$ cat config.mk
export PLATFORM = sky130hd
export DESIGN_NAME = linestate_eop_detector
export DESIGN_NICKNAME = d
export VERILOG_FILES = /design/src/rtl/lsed_pkg.sv /design/src/rtl/lsed_mode_sel.sv /design/src/rtl/lsed_run_ctr.sv /design/src/rtl/lsed_eop_gen.sv /design/src/rtl/linestate_eop_detector.sv
export SDC_FILE = /design/constraint.sdc
export NUM_CORES = 1
export LEC_CHECK = 0
export BUFFER_PORTS_ARGS = -buffer_cell sky130_fd_sc_hd__buf_2
export CAP_MARGIN = 20
export CORE_AREA = 2 2 39 41
export DETAILED_ROUTE_END_ITERATION = 16
export DIE_AREA = 0 0 41 43
export SETUP_SLACK_MARGIN = 0.02
export SLEW_MARGIN = 20
export SYNTH_ARGS = -nofsm -noshare
export SYNTH_HDL_FRONTEND = slang
export SYNTH_SLANG_ARGS = --single-unit
$ cat constraint.sdc
create_clock -name clk_i -period 2.1 [get_ports clk_i]
set_input_delay 0.42 -clock clk_i [delete_from_list [all_inputs] [get_ports clk_i]]
set_output_delay 0.42 -clock clk_i [all_outputs]
set_load 0.02 [all_outputs]
$ cat src/rtl/lsed_pkg.sv
package lsed_pkg;
  typedef enum logic [1:0] {
    LS_SE0 = 2'b00,
    LS_ST1 = 2'b01,
    LS_ST2 = 2'b10,
    LS_SE1 = 2'b11
  } line_state_e;

  function automatic logic is_se0(input logic [1:0] ls);
    return ls == LS_SE0;
  endfunction
endpackage

$ cat src/rtl/lsed_mode_sel.sv
module lsed_mode_sel (
  input  logic filt_en_i,
  input  logic host_mode_i,
  input  logic low_speed_i,
  input  logic lpm_hs_i,
  output logic filt_act_o
);
  logic dev_ok;
  // device role: only full-speed LPM handshake is filtered
  assign dev_ok     = !low_speed_i && lpm_hs_i;
  assign filt_act_o = filt_en_i && (host_mode_i || dev_ok);
endmodule

$ cat src/rtl/lsed_run_ctr.sv
module lsed_run_ctr #(
  parameter int unsigned MIN_RUN = 2,
  localparam int unsigned RUN_W = $clog2(MIN_RUN + 1)
) (
  input  logic             clk_i,
  input  logic             rst_ni,
  input  logic             tx_active_i,
  input  logic             se0_i,
  output logic [RUN_W-1:0] run_o
);
  localparam logic [RUN_W-1:0] RUN_SAT = RUN_W'(MIN_RUN);

  logic [RUN_W-1:0] run_q;

  always_ff @(posedge clk_i or negedge rst_ni) begin
    if (!rst_ni) begin
      run_q <= '0;
    end else if (!tx_active_i || !se0_i) begin
      run_q <= '0;
    end else if (run_q != RUN_SAT) begin
      run_q <= run_q + 1'b1;
    end
  end

  assign run_o = run_q;
endmodule

$ cat src/rtl/lsed_eop_gen.sv
module lsed_eop_gen #(
  parameter int unsigned MIN_RUN = 2,
  localparam int unsigned RUN_W = $clog2(MIN_RUN + 1)
) (
  input  logic             clk_i,
  input  logic             rst_ni,
  input  logic             tx_active_i,
  input  logic             se0_i,
  input  logic             filt_act_i,
  input  logic [RUN_W-1:0] run_i,
  output logic             eop_o,
  output logic             glitch_o
);
  logic [RUN_W:0] need, run_inc;
  logic           armed_q, eop_q, glitch_q;
  logic           eop_d, glitch_d;

  assign need    = filt_act_i ? (RUN_W+1)'(MIN_RUN) : (RUN_W+1)'(1);
  assign run_inc = {1'b0, run_i} + 1'b1;

  assign eop_d    = tx_active_i && armed_q && se0_i && (run_inc >= need);
  assign glitch_d = tx_active_i && armed_q && !se0_i && filt_act_i &&
                    (run_i != '0) && ({1'b0, run_i} < need);

  always_ff @(posedge clk_i or negedge rst_ni) begin
    if (!rst_ni) begin
      armed_q  <= 1'b0;
      eop_q    <= 1'b0;
      glitch_q <= 1'b0;
    end else begin
      eop_q    <= eop_d;
      glitch_q <= glitch_d;
      // re-arm on any idle sample, disarm once the packet has ended
      if (!tx_active_i) armed_q <= 1'b1;
      else if (eop_d)   armed_q <= 1'b0;
    end
  end

  assign eop_o    = eop_q;
  assign glitch_o = glitch_q;
endmodule

$ cat src/rtl/linestate_eop_detector.sv
module linestate_eop_detector #(
  parameter int unsigned MIN_RUN = 2,
  localparam int unsigned RUN_W = $clog2(MIN_RUN + 1)
) (
  input  logic       clk_i,
  input  logic       rst_ni,
  input  logic [1:0] linestate_i,
  input  logic       tx_active_i,
  input  logic       low_speed_i,
  input  logic       host_mode_i,
  input  logic       lpm_hs_i,
  input  logic       filt_en_i,
  output logic       eop_o,
  output logic       glitch_o
);
  import lsed_pkg::*;

  logic             se0;
  logic             filt_act;
  logic [RUN_W-1:0] run;

  assign se0 = is_se0(linestate_i);

  lsed_mode_sel u_mode (
    .filt_en_i   (filt_en_i),
    .host_mode_i (host_mode_i),
    .low_speed_i (low_speed_i),
    .lpm_hs_i    (lpm_hs_i),
    .filt_act_o  (filt_act)
  );

  lsed_run_ctr #(.MIN_RUN(MIN_RUN)) u_run (
    .clk_i       (clk_i),
    .rst_ni      (rst_ni),
    .tx_active_i (tx_active_i),
    .se0_i       (se0),
    .run_o       (run)
  );

  lsed_eop_gen #(.MIN_RUN(MIN_RUN)) u_gen (
    .clk_i       (clk_i),
    .rst_ni      (rst_ni),
    .tx_active_i (tx_active_i),
    .se0_i       (se0),
    .filt_act_i  (filt_act),
    .run_i       (run),
    .eop_o       (eop_o),
    .glitch_o    (glitch_o)
  );
endmodule

==> reports/qor.yml <==
synthTopCellsByArea: "dfrtp_1, ha_1, fa_1"
final_layout_size_suffix_gt1_share_pct: 38.0
die_x_um: 41
grt-ovfl-total: 0
via_per_inst: 4.32
cp_top_family: "compound AO/OA/AOI/OAI gates"
status: "finished, final reports clean"
synth_cells: 34
syn_to_final_growth_pct: 32.0
ir_drop_mv: 0.138
cts-root-buf: "clkbuf_4"
synth-warning-count: 0
post_cts_resized: 0
yosysUniqueCellTypes: 17
vias: 285
drt_first_pass_iters: 2
final_hold_viol_count: 0
fin_tns_setup_ns: 0
die_area_um2: 1760
initial_core_util_pct: 25.7
drc: 0
critPathSlowestCell: "fa_1"
ios: 11
power_density_nw_per_um2: 550
fmaxAchievable_ghz: 0.669
synth_top_area_cell: "dfrtp_1"
finalSetupViolations: 0
grt_pass1_wl_um: 1010
wl_per_cell_um: 9.42
syn_nets: 50
place_hpwl_um: 521
grt_pass1_vias: 260
antenna_found_initial: 0
path_max_fanout: 2
end_kind: "register"
critPathArrivalTime_ns: 1.66
cts_max_level: 1
drt-total-wl_um: 622
grt_use_met3_pct: 1.57
groute.layer.met2.usage_pct: 11.6
grt_start_max_net_pins: 7
avgSynthCellArea_um2: 10.5
core-area_um2: 1380
n_fill_cell: 158
nNetsFinal: 67
final_period_minus_worst_setup_slack_ns: 1.49
final_core_util_pct: 33.9
drt.antenna.violating_nets: 0
required_ns: 2.26
rsz0062_at_grt: "no"
diodes: 0
synth_top_area_share_pct: 35.2
cts_sinks: 5
num_rows: 14
tightest_slew_ns: 0.254
grt_util_met1_pct: 10.9
die_y_um: 43
slowest_delay_ns: 0.45
leakage_nw: 0.242
timing.final.crit_share_pct: 71.1
drv_slew: 0
max_slew_margin_pct: 83.1
final_cell_mix: "buf_2, ha_1, inv_1, dfrtp_1"
cp_cell_sequence: "buf_2 -> nor2b_2 -> o21ai_2 -> fa_1 -> a311o_1 -> o211ai_2"
initialDrtViolationCount: 1
ys_seq_area_share_pct: 35.2
io_buffer_count: 10
busiest_layer: "met2"
clock_path_buffers: 2
cp-start-kind: "input pin"
netlist_area_um2: 355
ys_ff_latch: 5
grt_use_total_pct: 8.63
gp_congestion: 0.685
clkTransAtPathRegs_ns: 0.04
hp-class: "input pin to register"
fin_worst_skew_ns: 0.000116
drv_cap: 0
layout_commonest_cell: "buf_2"
postCtsSetupBuffers: 0
hold_buffers: 1
cts_buffers: 3
clock_latency_ns: 0.24
worstSetupPathType: "input pin to register"
cp_num_buf_inv: 1
tritoncts: "yes"
==> cells in the mapped netlist <==
cell / n
nor2_2: 1
nor3_1: 1
o21ai_2: 1
a311o_1: 1
ha_1: 6
inv_1: 5
mux2i_1: 1
fa_1: 1
a31oi_1: 1
o211ai_2: 1
nor2_1: 3
nor2b_2: 1
dfrtp_1: 5
nand2_1: 3
xor2_1: 1
nor4_2: 1
o21ai_0: 1
==> stage by stage <==
step	instances	hold WS [ns]	power [mW]	worst slack, ns	area [µm²]
after detailed placement	61	0.241	0.147	0.344	433
after CTS	66	0.380	0.263	0.602	469
after global routing	66	0.374	0.278	0.545	469
after floorplan	34	0.124	0.129	0.400	355
after global placement	61	0.232	0.145	0.361	433
final	66	0.385	0.258	0.606	469
==> report_power, final <==
part           leakage (nW)  internal, mW  switching, mW  total [mW]
logic                 0.162        0.0212         0.0219      0.0432
registers            0.0645        0.0999        0.00287       0.103
clock network        0.0150        0.0719         0.0400       0.112
total                 0.242         0.193         0.0648       0.258
==> registers in the layout (all words and copies together), names as in the netlist <==
register	cells
u_gen.armed_q	1
u_gen.glitch_o	1
u_gen.eop_o	1
u_run.run_o	2
==> layout make-up <==
class	count	area (µm²)	area share (%)
flip-flops and latches	5	125	26.7
inverters	5	18.8	4.00
well taps	16	20.0	4.27
clock buffers	4	26.3	5.60
multi-input cells	24	211	45.1
repair buffers	12	67.6	14.4
==> path summary, 6_finish.rpt <==
| check | start | endpoint | slack [ns] | cells after the start |
|---|---|---|---|---|
| setup / recovery | lpm_hs_i | u_gen.armed_q$_DFFE_PN0P_ | 0.61 | 6 |
| hold / removal | tx_active_i | u_gen.armed_q$_DFFE_PN0P_ | 0.39 | 2 |
| setup reg to reg | u_run.run_o[1]$_DFFE_PN0P_ | u_gen.armed_q$_DFFE_PN0P_ | 0.64 | 3 |
| hold reg to reg | u_gen.armed_q$_DFFE_PN0P_ | u_gen.glitch_o$_DFF_PN0_ | 0.53 | 2 |
| max in group asynchronous | rst_ni | u_gen.glitch_o$_DFF_PN0_ | 1.45 | 2 |
| min in group asynchronous | rst_ni | u_run.run_o[1]$_DFFE_PN0P_ | 0.52 | 2 |
==> layer usage <==
layer  up-vias  wire, µm
met2        10       286
met4         0        12
met3         2        38
li1        145         -
met5         -         0
met1       128       285
==> logic make-up (layout without fill, tap and decap cells) <==
kind of cell             Yosys count  after routing  share of synthesized area (%)
multiplexers                       1              1                           2.82
XOR/XNOR                           1              1                           2.47
flip-flops                         5              5                           35.2
buffers and inverters              5             21                           5.28
AND/OR/NAND/NOR                   10             10                           15.5
adder cells (fa/ha/maj)            7              7                           26.8
AO/OA/AOI/OAI                      5              5                           12.0
==> worst reg2reg max path, stage by stage (launching register included) <==
cell	delay, ns
dfrtp_1	0.46
fa_1	0.51
a311o_1	0.34
o211ai_2	0.07
Power figures use the tool's default switching activity.
